[config.mk]
export PLATFORM = sky130hd
export DESIGN_NAME = vlp_pipeline
export DESIGN_NICKNAME = d
export VERILOG_FILES = /design/src/rtl/vlp_pkg.sv /design/src/rtl/vlp_imem.sv /design/src/rtl/vlp_regfile.sv /design/src/rtl/vlp_exec.sv /design/src/rtl/vlp_pipeline.sv
export SDC_FILE = /design/constraint.sdc
export NUM_CORES = 1
export LEC_CHECK = 0
export BUFFER_PORTS_ARGS = -buffer_cell sky130_fd_sc_hd__buf_4
export CAP_MARGIN = 20
export CORE_ASPECT_RATIO = 2
export CORE_MARGIN = 5
export CORE_UTILIZATION = 40
export DETAILED_ROUTE_END_ITERATION = 16
export GPL_TIMING_DRIVEN = 1
export PLACE_DENSITY_LB_ADDON = 0.12
export RECOVER_POWER = 50
export SETUP_SLACK_MARGIN = 0.02
export SLEW_MARGIN = 20
export SYNTH_ARGS = -nofsm -noshare
export SYNTH_HDL_FRONTEND = slang
export SYNTH_SLANG_ARGS = --single-unit
[constraint.sdc]
create_clock -name clk -period 34.4 [get_ports clk]
set_input_delay 1.72 -clock clk [delete_from_list [all_inputs] [get_ports clk]]
set_output_delay 1.72 -clock clk [all_outputs]
set_load 0.05 [all_outputs]
[src/rtl/vlp_pkg.sv]
package vlp_pkg;
  typedef enum logic [1:0] {
    OP_ADD = 2'b00,
    OP_SUB = 2'b01,
    OP_MUL = 2'b10,
    OP_DIV = 2'b11
  } op_e;
endpackage

[src/rtl/vlp_imem.sv]
module vlp_imem #(
  parameter int AW = 4,
  parameter int IW = 11
) (
  input  logic          clk,
  input  logic          we,
  input  logic [AW-1:0] waddr,
  input  logic [IW-1:0] wdata,
  input  logic [AW-1:0] raddr,
  output logic [IW-1:0] rdata
);
  localparam int DEPTH = 1 << AW;
  logic [IW-1:0] mem [DEPTH];

  always_ff @(posedge clk) begin
    if (we) mem[waddr] <= wdata;
  end

  assign rdata = mem[raddr];
endmodule

[src/rtl/vlp_regfile.sv]
module vlp_regfile #(
  parameter int RAW = 3,
  parameter int DW  = 16
) (
  input  logic           clk,
  input  logic           rst_n,
  input  logic           we,
  input  logic [RAW-1:0] waddr,
  input  logic [DW-1:0]  wdata,
  input  logic [RAW-1:0] ra_a,
  output logic [DW-1:0]  rd_a,
  input  logic [RAW-1:0] ra_b,
  output logic [DW-1:0]  rd_b,
  input  logic [RAW-1:0] ra_p,
  output logic [DW-1:0]  rd_p
);
  localparam int NREG = 1 << RAW;
  logic [DW-1:0] regs [NREG];

  always_ff @(posedge clk or negedge rst_n) begin
    if (!rst_n) begin
      for (int i = 0; i < NREG; i++) regs[i] <= '0;
    end else if (we) begin
      regs[waddr] <= wdata;
    end
  end

  assign rd_a = regs[ra_a];
  assign rd_b = regs[ra_b];
  assign rd_p = regs[ra_p];
endmodule

[src/rtl/vlp_exec.sv]
module vlp_exec
  import vlp_pkg::*;
#(
  parameter int DW      = 16,
  parameter int RAW     = 3,
  parameter int LAT_ADD = 1,
  parameter int LAT_MUL = 3,
  parameter int LAT_DIV = 6,
  parameter int LAT_W   = 3
) (
  input  logic             clk,
  input  logic             rst_n,
  input  logic             in_valid,
  input  op_e              in_op,
  input  logic [RAW-1:0]   in_rd,
  input  logic [DW-1:0]    in_a,
  input  logic [DW-1:0]    in_b,
  output logic             accept,
  output logic             occupied,
  output logic [LAT_W-1:0] remain,
  output logic             out_valid,
  output logic [RAW-1:0]   out_rd,
  output logic [DW-1:0]    out_value
);
  op_e              op_q;
  logic [RAW-1:0]   rd_q;
  logic [DW-1:0]    a_q, b_q;
  logic [LAT_W-1:0] cnt_q;
  logic             v_q;
  logic [LAT_W-1:0] load_cnt;

  assign accept    = !v_q || (cnt_q == '0);
  assign occupied  = v_q;
  assign remain    = cnt_q;
  assign out_valid = v_q && (cnt_q == '0);
  assign out_rd    = rd_q;

  always_comb begin
    unique case (in_op)
      OP_MUL:  load_cnt = LAT_W'(LAT_MUL - 1);
      OP_DIV:  load_cnt = LAT_W'(LAT_DIV - 1);
      default: load_cnt = LAT_W'(LAT_ADD - 1);
    endcase
  end

  always_comb begin
    unique case (op_q)
      OP_ADD:  out_value = a_q + b_q;
      OP_SUB:  out_value = a_q - b_q;
      OP_MUL:  out_value = a_q * b_q;
      default: out_value = (b_q == '0) ? '1 : a_q / b_q;
    endcase
  end

  always_ff @(posedge clk or negedge rst_n) begin
    if (!rst_n) begin
      v_q   <= 1'b0;
      op_q  <= OP_ADD;
      rd_q  <= '0;
      a_q   <= '0;
      b_q   <= '0;
      cnt_q <= '0;
    end else if (accept) begin
      v_q <= in_valid;
      if (in_valid) begin
        op_q  <= in_op;
        rd_q  <= in_rd;
        a_q   <= in_a;
        b_q   <= in_b;
        cnt_q <= load_cnt;
      end
    end else begin
      cnt_q <= cnt_q - LAT_W'(1);
    end
  end
endmodule

[src/rtl/vlp_pipeline.sv]
module vlp_pipeline
  import vlp_pkg::*;
#(
  parameter int DATA_W  = 16,
  parameter int REG_AW  = 3,
  parameter int IMEM_AW = 4,
  parameter int CNT_W   = 16,
  parameter int LAT_ADD = 1,
  parameter int LAT_MUL = 3,
  parameter int LAT_DIV = 6,
  localparam int INSTR_W = 2 + 3 * REG_AW,
  localparam int LOAD_AW = (IMEM_AW > REG_AW) ? IMEM_AW : REG_AW,
  localparam int LAT_MAX = (LAT_DIV > LAT_MUL) ? LAT_DIV : LAT_MUL,
  localparam int LAT_W   = (LAT_MAX > 2) ? $clog2(LAT_MAX) : 1
) (
  input  logic               clk,
  input  logic               rst_n,
  input  logic               load_valid,
  output logic               load_ready,
  input  logic               load_sel,
  input  logic [LOAD_AW-1:0] load_addr,
  input  logic [DATA_W-1:0]  load_data,
  input  logic               start,
  input  logic [IMEM_AW:0]   prog_len,
  output logic               busy,
  output logic               done,
  output logic [CNT_W-1:0]   cycle_count,
  output logic               retire_valid,
  output logic [REG_AW-1:0]  retire_rd,
  output logic [DATA_W-1:0]  retire_value,
  input  logic [REG_AW-1:0]  peek_addr,
  output logic [DATA_W-1:0]  peek_data
);
  typedef struct packed {
    logic              v;
    op_e               op;
    logic [REG_AW-1:0] rd;
    logic [REG_AW-1:0] rs1;
    logic [REG_AW-1:0] rs2;
  } slot_t;

  logic               running, done_q;
  logic [CNT_W-1:0]   cyc_q;
  logic [IMEM_AW:0]   pc, len_q;
  logic               d_v;
  logic [INSTR_W-1:0] d_instr, f_instr;
  slot_t              o_q, d_dec;
  logic               w_v;
  logic [REG_AW-1:0]  w_rd;
  logic [DATA_W-1:0]  w_val;

  logic               fetch_v, adv, finishing, load_fire;
  logic               ex_occ, ex_out_v;
  logic [LAT_W-1:0]   ex_cnt;
  logic [REG_AW-1:0]  ex_out_rd;
  logic [DATA_W-1:0]  ex_out_val;
  logic [DATA_W-1:0]  rf_a, rf_b, opnd_a, opnd_b;
  logic               rf_we;
  logic [REG_AW-1:0]  rf_waddr;
  logic [DATA_W-1:0]  rf_wdata;

  assign load_ready   = !running;
  assign load_fire    = load_valid && !running;
  assign busy         = running;
  assign done         = done_q;
  assign cycle_count  = cyc_q;
  assign retire_valid = w_v;
  assign retire_rd    = w_rd;
  assign retire_value = w_val;

  assign fetch_v   = running && (pc < len_q);
  assign finishing = w_v && !d_v && !o_q.v && !ex_occ && (pc == len_q);

  vlp_imem #(.AW(IMEM_AW), .IW(INSTR_W)) u_imem (
    .clk   (clk),
    .we    (load_fire && !load_sel),
    .waddr (load_addr[IMEM_AW-1:0]),
    .wdata (load_data[INSTR_W-1:0]),
    .raddr (pc[IMEM_AW-1:0]),
    .rdata (f_instr)
  );

  // Decode stage: split the raw word into fields.
  always_comb begin
    d_dec.v   = d_v;
    d_dec.op  = op_e'(d_instr[INSTR_W-1 -: 2]);
    d_dec.rd  = d_instr[3*REG_AW-1 -: REG_AW];
    d_dec.rs1 = d_instr[2*REG_AW-1 -: REG_AW];
    d_dec.rs2 = d_instr[REG_AW-1:0];
  end

  assign rf_we    = w_v || (load_fire && load_sel);
  assign rf_waddr = w_v ? w_rd  : load_addr[REG_AW-1:0];
  assign rf_wdata = w_v ? w_val : load_data;

  vlp_regfile #(.RAW(REG_AW), .DW(DATA_W)) u_rf (
    .clk   (clk),
    .rst_n (rst_n),
    .we    (rf_we),
    .waddr (rf_waddr),
    .wdata (rf_wdata),
    .ra_a  (o_q.rs1),
    .rd_a  (rf_a),
    .ra_b  (o_q.rs2),
    .rd_b  (rf_b),
    .ra_p  (peek_addr),
    .rd_p  (peek_data)
  );

  // Operand fetch: youngest producer wins (execute, then write-back, then file).
  always_comb begin
    if (ex_out_v && ex_out_rd == o_q.rs1)  opnd_a = ex_out_val;
    else if (w_v && w_rd == o_q.rs1)       opnd_a = w_val;
    else                                   opnd_a = rf_a;
    if (ex_out_v && ex_out_rd == o_q.rs2)  opnd_b = ex_out_val;
    else if (w_v && w_rd == o_q.rs2)       opnd_b = w_val;
    else                                   opnd_b = rf_b;
  end

  vlp_exec #(
    .DW(DATA_W), .RAW(REG_AW), .LAT_ADD(LAT_ADD), .LAT_MUL(LAT_MUL),
    .LAT_DIV(LAT_DIV), .LAT_W(LAT_W)
  ) u_exec (
    .clk       (clk),
    .rst_n     (rst_n),
    .in_valid  (o_q.v && running),
    .in_op     (o_q.op),
    .in_rd     (o_q.rd),
    .in_a      (opnd_a),
    .in_b      (opnd_b),
    .accept    (adv),
    .occupied  (ex_occ),
    .remain    (ex_cnt),
    .out_valid (ex_out_v),
    .out_rd    (ex_out_rd),
    .out_value (ex_out_val)
  );

  always_ff @(posedge clk or negedge rst_n) begin
    if (!rst_n) begin
      running <= 1'b0;
      done_q  <= 1'b0;
      cyc_q   <= '0;
      pc      <= '0;
      len_q   <= '0;
      d_v     <= 1'b0;
      d_instr <= '0;
      o_q     <= '0;
      w_v     <= 1'b0;
      w_rd    <= '0;
      w_val   <= '0;
    end else if (!running) begin
      if (start) begin
        running <= (prog_len != '0);
        done_q  <= (prog_len == '0);
        cyc_q   <= (prog_len != '0) ? CNT_W'(1) : '0;
        pc      <= '0;
        len_q   <= prog_len;
        d_v     <= 1'b0;
        o_q     <= '0;
        w_v     <= 1'b0;
      end
    end else begin
      if (finishing) begin
        running <= 1'b0;
        done_q  <= 1'b1;
      end else begin
        cyc_q <= cyc_q + CNT_W'(1);
      end
      if (adv) begin
        d_v     <= fetch_v;
        d_instr <= f_instr;
        o_q     <= d_dec;
        pc      <= pc + {{IMEM_AW{1'b0}}, fetch_v};
      end
      w_v   <= ex_out_v;
      w_rd  <= ex_out_rd;
      w_val <= ex_out_val;
    end
  end
endmodule

### After elaboration in Yosys (flattened, before gate mapping)

Memory sizes are Yosys's and may differ from the RTL's. A register that Yosys moved wholly into a read port is not among the register bits.
Cells that the tools add are included.

| cells by class | value |
|---|---|
| $add $sub $neg | 5 |
| multipliers | 1 |
| divide/modulo/power cells | 1 |
| magnitude comparators | 6 |
| eq/ne operators | 13 |
| multiplexer cells | 45 |
| bitwise gates (word level) | 5 |
| reductions and logical operators | 35 |

Operators with widths:

| kind | number |
|---|---|
| 16-bit two-way mux | 16 |
| 16-bit binary-select mux with 3-bit select | 3 |
| 128-bit bitwise mux | 1 |
| 16-bit demux with 3-bit select | 1 |
| 16-bit case mux with 3 select lines | 1 |
| 12-bit two-way mux | 3 |
| 16-bit by 1-bit adder with 16-bit output (second input constant) | 1 |
| 16-bit adder | 1 |
| 16-bit by 16-bit divider with 16-bit output | 1 |
| 4-bit greater-or-equal comparator (second input constant) | 4 |
| 16-bit zero test | 1 |
| 16-bit by 16-bit multiplier with 16-bit output | 1 |
| 3-bit NOT with 4-bit output | 4 |
| 16-bit subtractor | 1 |
| 1-bit logical AND | 15 |
| 5-bit two-way mux | 3 |
| 1-bit two-way mux | 13 |
| 3-bit equality test | 4 |
| 2-bit AND reduction | 6 |
| 3-bit two-way mux | 3 |
| 2-bit equality test (second input constant) | 3 |
| 1-bit zero test | 6 |
| 2-bit by 1-bit != test with 1-bit output (second input constant) | 3 |
| 3-bit case mux with 2 select lines | 1 |
| 14 further kinds | 15 |

| storage, ports and cells | value |
|---|---|
| register bits | 230 |
| bits in writable memories | 176 |
| input port bits | 33 |
| output and inout bits | 55 |
| memories | 1 |

Memory list:

| memory | depth | width | read ports | clocked after memory_dff | wr ports | RTL line | RTL |
|---|---|---|---|---|---|---|---|
| u_imem.mem | 16 | 11 | 1 | 1 | 1 | vlp_imem.sv:13 | `logic [IW-1:0] mem [DEPTH];` |

### Longest topological paths before layout

Gate-level depths: netlist of the first run.

| logic depth | value |
|---|---|
| word-level depth | 7 |
| depth in mapped cells | 133 |

### Hierarchy

Synthesis of the first run repeated with hierarchy kept, for this count alone.

| second synthesis, totals | value |
|---|---|
| cell total of the unflattened synthesis | 2947 |
| area, all modules | 32845.3 um^2 |

Modules (own cells, without submodules):

| module | times used | cells each | area an instance (um^2) | seq. area each (um^2) |
|---|---|---|---|---|
| vlp_exec | 1 | 1805 | 13807.0 | 1026.0 |
| vlp_regfile | 1 | 450 | 8071.5 | 3203.1 |
| vlp_imem | 1 | 294 | 6819.0 | 5285.1 |
| vlp_pipeline | 1 | 398 | 4147.7 | 1801.7 |

### Worst setup path before layout of the first run

OpenSTA, ideal clock, no wires.

| path | value |
|---|---|
| path kind | register to register |
| start point | reg u_exec.b_q[12] |
| end point | reg w_val[0] (netlist: retire_value[0]) |
| arrival | 25.912 ns |
| required time | 34.275 ns |
| slack | 8.363 ns |
| cell stages (with the launch flop) | 120 |
| clock period less this slack | 26.037 ns |
| cells stage by stage | dfrtp_1 > buf_6 > nor4_4 > and4_1 > buf_2 > o2111ai_1 > a21oi_1 > inv_1 > ha_1 > o21a_1 > o21ai_0 > nor2_1 > o21ai_0 > ha_1 > a21oi_1 > a211o_1 > nor3_1 > or2_2 > (+84 left out) > clkbuf_1 > mux2_1 > ha_1 > o211ai_1 > a211oi_1 > o31a_1 > a211o_1 > a21oi_1 > o21ai_0 > clkbuf_1 > mux2_2 > ha_1 > nand4_1 > nor2_1 > a2111oi_0 > o21ai_0 > o31a_1 > mux2_2 |

| on the way | value |
|---|---|
| cells in the longest elaborated chain, start to end | 3 |
| elaborated cells on any way between the ends | 4 |
| those cells by class | div (1); mux (2); reduce/logical (1) |

RTL lines:

| what | RTL line | RTL |
|---|---|---|
| from (decl) | vlp_exec.sv:27 | `logic [DW-1:0] a_q, b_q;` |
| from (signal assigned) | vlp_exec.sv:69 | `b_q <= in_b;` |
| 16-bit by 16-bit divider with 16-bit output / 16-bit zero test (equally long branches) | vlp_exec.sv:51 | `default: out_value = (b_q == '0) ? '1 : a_q / b_q;` |
| 16-bit two-way mux * | vlp_exec.sv:51 |  |
| 16-bit case mux with 3 select lines * | vlp_exec.sv:47 | `unique case (op_q)` |
| to (signal assigned) | vlp_pipeline.sv:178 | `w_val <= ex_out_val;` |
| to (decl) | vlp_pipeline.sv:50 | `logic [DATA_W-1:0] w_val;` |

Every way passes the cells marked *; elsewhere a longest branch is shown, timed or not.
A chain may end at the register's enable or synchronous reset.

### Worst setup path after layout of the first run

| path | value |
|---|---|
| start point | reg u_exec.b_q[15] |
| end point | reg w_val[0] (netlist: retire_value[0]) |

The elaborated chain is that of the path after synthesis.

==> results of run 1 <==
## routing by layer
metal,vias to the layer above,GRT usage
met2,864,0.507
li1,11300,-
met3,348,0.0234
met4,0,0.188
met1,12600,0.261
met5,-,0
## per-stage QoR
step | area, um2 | worst slack (ns)
final | 34400 | 2.24
after global routing | 34400 | 0.440
after CTS | 34500 | 2.66
after detailed placement | 33300 | 2.82
after global placement | 33300 | 3.17
after floorplan | 31500 | 8.36
## worst paths after layout
kind,startpoint,endpoint,slack (ns),cells past startpoint
setup / recovery,u_exec.b_q[15]$_DFFE_PN0P_,retire_value[0]$_DFFE_PN0P_,2.24,111
setup reg to reg,u_exec.b_q[15]$_DFFE_PN0P_,retire_value[0]$_DFFE_PN0P_,2.24,111
min in group asynchronous,rst_n,u_rf.regs[37]$_DFFE_PN0P_,2.94,1
hold / removal,d_instr[10]$_DFFE_PN0P_,o_q[10]$_DFFE_PN0P_,0.47,2
max in group asynchronous,rst_n,pc[0]$_DFFE_PN0P_,20.78,2
hold reg to reg,d_instr[10]$_DFFE_PN0P_,o_q[10]$_DFFE_PN0P_,0.47,2
## worst min-delay path, stage by stage, from the launching register on
cell     delay [ns]
dfrtp_1        0.34
nand2_1        0.05
nand2_1        0.05
## cell families (layout without fill, tap and decap cells)
family	count (synthesis)	in the layout	synth area share
flops	417	417	0.360
compound gates	705	705	0.137
fa+ha+maj	296	296	0.137
mux	266	266	0.147
other cells	0	1	0
simple gates	941	941	0.135
xor+xnor	155	155	0.0436
buf+inv	345	390	0.0415
## cell usage in the layout, fill, tap and decap left out, drive strengths merged, types with 46 or more instances in the layout
cell / n
nor2: 275
xnor2: 108
clkbuf: 75
mux4: 151
a21o: 51
nand2: 366
ha: 215
o21ai: 206
nand3: 55
edfxtp: 176
dfrtp: 241
mux2i: 62
a21oi: 225
mux2: 53
xor2: 46
fa: 81
inv: 180
buf: 121
nor3: 48
## synth_stat cells, types with 9 or more instances
| library cell | number | area, um2 |
|---|---|---|
| or3_1 | 16 | 100 |
| o21a_1 | 30 | 225 |
| xnor2_1 | 108 | 946 |
| nor2_1 | 275 | 1030 |
| nand4_1 | 19 | 119 |
| buf_1 | 18 | 67.6 |
| fa_1 | 81 | 1620 |
| o21ai_0 | 186 | 931 |
| nand2_1 | 366 | 1370 |
| or2_2 | 16 | 100 |
| edfxtp_1 | 176 | 5290 |
| o21ai_1 | 20 | 100 |
| a21oi_1 | 225 | 1130 |
| o211ai_1 | 21 | 158 |
| clkbuf_1 | 142 | 533 |
| and3_1 | 12 | 75.1 |
| nand3_1 | 55 | 275 |
| a21o_1 | 51 | 383 |
| o21bai_1 | 10 | 75.1 |
| mux4_2 | 151 | 3400 |
| a31oi_1 | 19 | 119 |
| mux2i_1 | 62 | 621 |
| dfrtp_1 | 241 | 6030 |
| a211oi_1 | 41 | 308 |
| and2_1 | 35 | 219 |
| ha_1 | 215 | 2690 |
| a21boi_0 | 10 | 75.1 |
| o22ai_1 | 9 | 56.3 |
| xor2_1 | 46 | 403 |
| mux2_2 | 52 | 586 |
| nor4_1 | 20 | 125 |
| inv_1 | 177 | 664 |
| nor3_1 | 47 | 235 |
| nor2b_1 | 17 | 106 |
| nand2b_1 | 28 | 175 |
## state kept, by name, indices dropped and copies added, names as in the netlist, 2 cells and up
signal,flops
cycle_count,16
d_instr,11
len_q,5
o_q,12
pc,5
retire_rd,3
retire_value,16
u_exec.a_q,16
u_exec.b_q,16
u_exec.op_q,2
u_exec.out_rd,3
u_exec.remain,3
u_imem.mem,176
u_rf.regs,128
## area by class of cell
class	count	area, um2	area share
Multi-Input combinational cell	2363	18900	0.551
Tap cell	1029	1290	0.0375
Timing Repair Buffer	146	1000	0.0292
Clock inverter	14	163	0.00473
Inverter	180	676	0.0197
Sequential cell	417	11300	0.330
Antenna cell	1	2.50	0.0000728
Clock buffer	50	985	0.0287
==> results.json, run 1 <==
{
  "cts_tree": "yes",
  "timing.fmax_mhz": 31.1,
  "whs_ns": 0.468,
  "arrival_ns": 32.58,
  "synth_area_mm2": 0.0315,
  "wl_met1_mm": 37.3,
  "critPathKind": "reg2reg",
  "dr_wl_met2_mm": 62.2,
  "status": "complete, but fails checks",
  "path_max_fanout": 20,
  "synth_edf_count": 176,
  "rows": 145,
  "cts_resized": 0,
  "fp.dieW_um": 208,
  "rsz0062_at_grt": "false",
  "io_pins": 88,
  "grt_pass1_vias": 26200,
  "syn_nets": 3454,
  "slowest_stage": "o31ai_1",
  "holdBufCountCts": 0,
  "cts.sinks": 417,
  "synth_ff_type": "dfrtp_1",
  "dieHeight_um": 407,
  "clk_latency_ns": 0.55,
  "synth_seq_cells": 417,
  "finalHoldViolations": 0,
  "ys_types": 85,
  "gp_congestion": 0.965,
  "die_area_mm2": 0.0847,
  "coreArea_mm2": 0.0782,
  "grt_pass1_wl_mm": 168,
  "postCtsSetupBuffers": 0,
  "violations": "capacitance limit, slew limit",
  "cts_htree_levels": 2,
  "via_per_inst": 5.99,
  "final_util": 0.439,
  "via_count": 25100,
  "wl_mm": 114,
  "antenna_left": 0,
  "track_usage": 0.263,
  "route.detailed.drc": 0,
  "cts_root_buf": "clkbuf_16",
  "stdcell_count": 4200,
  "dp_cells": 4135,
  "clock_path_buffers": 3,
  "period_minus_slack_ns": 32.16,
  "slew_headroom": -4.58,
  "ys_seq_area_frac": 0.360,
  "worst_slew_pin_slew_ns": 8.36,
  "setup-tns-final_ns": 0,
  "skew_ns": 0.0222,
  "drtPass1Iterations": 5,
  "async_flop_share": 0.578,
  "worst_setup_path_start_kind": "flip-flop",
  "wl_met3_mm": 4.50,
  "cp_slowest_stage_delay_ns": 1.01,
  "drv_cap": 7,
  "cp_top_family": "compound AO/OA/AOI/OAI gates",
  "cp.required_ns": 34.82,
  "fillers": 7461,
  "drt_iter0_drc": 1467,
  "cts_buffers": 37,
  "fin_crit_sh": 0.935,
  "avgSynthCellArea_um2": 10.1,
  "cts.clk_slew.worst_paths_ns": 0.08,
  "nets": 3474,
  "syn_to_final_growth_pct": 9.18,
  "hp-class": "reg2reg",
  "top_layer": "met4",
  "path_buf_inv": 5,
  "finalSetupViolCount": 0,
  "gr-total-overflow": 0,
  "post_drt_wl_per_cell_um": 27.2,
  "io_buffers": 87,
  "start_util": 0.403,
  "grt_max_degree": 153,
  "drive_gt1_frac": 0.136,
  "antenna_found_initial": 0,
  "drv_slew": 412,
  "crit_path_end_kind": "flip-flop",
  "yosysWarnings": 0,
  "syn_inst": 3125,
  "hpwl_mm": 85.9
}
Power of run 1 is left out: the tool's default activity adds up to more than one toggle a clock period on the data nets, which glitch-free logic cannot reach.
==> inputs of run 2 (changes only) <==
- CORE_MARGIN: 5 -> unset
==> run 2 against run 1 <==
Net effect:
- the run still ends with capacitance limit, slew limit left
- flip-flop and latch count did not move
- die area down 5.7%
- clock skew decreased by 0.0063 ns
- first-iteration DRC count is 23% higher
- core utilization up 0.16 points
- via count up 0.12%
- global-route usage up 2.9 points
- critical path depth shrank 1
- maximum frequency rose by 0.57%
- hold slack better by 0.0034 ns
- non-clock buffer count rose by 8
- final cell count is 0.21% higher
- highest routed layer is now met5
==> results.json, run 2 (synthesis results as in run 1) <==
{
  "final_common_cell": "nand2_1",
  "setup-tns-final_ns": 0,
  "hp-start": "o_q[6]$_DFFE_PN0P_",
  "wl_met1_mm": 39.1,
  "cp.required_ns": 34.84,
  "grt_pass1_vias": 26600,
  "finalSetupViolCount": 0,
  "top_layer": "met5",
  "cts_tree": "yes",
  "worstReg2RegStart": "u_exec.b_q[0]$_DFFE_PN0P_",
  "drv_cap": 9,
  "track_usage": 0.292,
  "fin_crit_sh": 0.930,
  "drt_iter0_drc": 1804,
  "clk_latency_ns": 0.56,
  "dp_cells": 4142,
  "coreArea_mm2": 0.0780,
  "drive_gt1_frac": 0.136,
  "timing.fmax_mhz": 31.3,
  "path_common_cell": "ha_1",
  "status": "complete, but fails checks",
  "hpwl_mm": 85.8,
  "gp_congestion": 1.03,
  "cts_htree_levels": 2,
  "fillers": 7507,
  "io_pins": 88,
  "whs_ns": 0.472,
  "largest_reg_flops": 176,
  "reg_top3": "u_imem.mem x176, u_rf.regs x128",
  "cts_buffers": 37,
  "skew_ns": 0.0159,
  "worst_slew_pin_slew_ns": 7.00,
  "rows": 145,
  "antenna_found_initial": 1,
  "final_util": 0.441,
  "period_minus_slack_ns": 31.98,
  "grt_pass1_wl_mm": 171,
  "dieHeight_um": 399,
  "gr-total-overflow": 0,
  "drtPass1Iterations": 5,
  "cts.clk_slew.worst_paths_ns": 0.07,
  "worst_setup_path_start_kind": "flip-flop",
  "post_drt_wl_per_cell_um": 27.5,
  "die_area_mm2": 0.0799,
  "cp_slowest_stage_delay_ns": 0.91,
  "route.detailed.drc": 0,
  "violations": "capacitance limit, slew limit",
  "diodes": 0,
  "dr_wl_met2_mm": 61.9,
  "slew_headroom": -3.67,
  "cts_root_buf": "clkbuf_16",
  "holdBufCountCts": 0,
  "nets": 3482,
  "crit_path_end_kind": "flip-flop",
  "final_cell_mix": "365 x nand2_1, 263 x nor2_1, 236 x dfrtp_1",
  "syn_to_final_growth_pct": 9.33,
  "wl_mm": 116,
  "drv_slew": 410,
  "path_max_fanout": 20,
  "via_per_inst": 5.98,
  "start_util": 0.403,
  "stdcell_count": 4209,
  "cts.sinks": 417,
  "reg2reg_slack_ns": 2.42,
  "slowest_stage": "dfrtp_1",
  "worstSetupStartpoint": "u_exec.b_q[0]$_DFFE_PN0P_",
  "hp-class": "reg2reg",
  "wl_met3_mm": 4.50,
  "finalHoldViolations": 0,
  "regMostFlops": "u_imem.mem",
  "arrival_ns": 32.42,
  "grt_max_degree": 124,
  "critPathKind": "reg2reg",
  "fp.dieW_um": 200,
  "antenna_left": 0,
  "clock_path_buffers": 3,
  "io_buffers": 87,
  "rsz0062_at_grt": "false",
  "via_count": 25200
}
-- run 2: changes by cell type in the layout (fill, tap and decap cells not counted), moves of 2 or more --
| cell | before | now |
|---|---|---|
| nor2_2 | 14 | 12 |
| nor2_1 | 261 | 263 |
| nor3_1 | 44 | 46 |
| clkinv_1 | 5 | 7 |
| clkinv_4 | 0 | 2 |
| buf_4 | 121 | 127 |
| nor3_2 | 4 | 1 |
-- run 2: metrics by stage --
stage | instance area [um2] | worst slack, ns
floorplan | 31500 | 8.36
global placement | 33400 | 2.87
detailed placement | 33400 | 2.21
CTS | 34500 | 2.16
global route | 34400 | 0.326
finish | 34400 | 2.42
-- run 2: timing repair --
action / in CTS / in global routing
hold endpoints to repair: 0 / 0
resized for setup: 0 / 1
setup buffers: 0 / 1
setup endpoints to repair: 0 / 3
-- run 2: area by class of cell --
type                            instances  area (um2)  share of cell area
Clock inverter                         17         163             0.00473
Multi-Input combinational cell       2363       18900               0.550
Sequential cell                       417       11300               0.329
Clock buffer                           49         991              0.0288
Inverter                              180         676              0.0196
Tap cell                             1029        1290              0.0374
Timing Repair Buffer                  154        1050              0.0307
-- run 2: worst paths after layout --
| path | end | cells past startpoint |
|---|---|---|
| min in group asynchronous | u_rf.regs[71]$_DFFE_PN0P_ | 1 |
| hold / removal | u_exec.out_rd[0]$_DFFE_PN0P_ | 2 |
| hold reg to reg | u_exec.out_rd[0]$_DFFE_PN0P_ | 2 |
| max in group asynchronous | pc[0]$_DFFE_PN0P_ | 3 |
| setup reg to reg | retire_value[0]$_DFFE_PN0P_ | 110 |
| setup / recovery | retire_value[0]$_DFFE_PN0P_ | 110 |
-- run 2: worst max-delay path: cells and delay by family (launching register included) --
family,cells,cell delay [ns]
adder cells (fa/ha/maj),16,5.26
buffers and inverters,7,1.14
AND/OR/NAND/NOR,25,6.53
AO/OA/AOI/OAI,57,16.07
flip-flops,1,0.91
multiplexers,5,1.90
-- run 2: metal layers --
metal,GRT usage,vias up
met3,0.0329,363
met5,0,-
met4,0.226,2
li1,-,11400
met1,0.291,12600
met2,0.551,828
Power of run 2 is left out for the same reason.
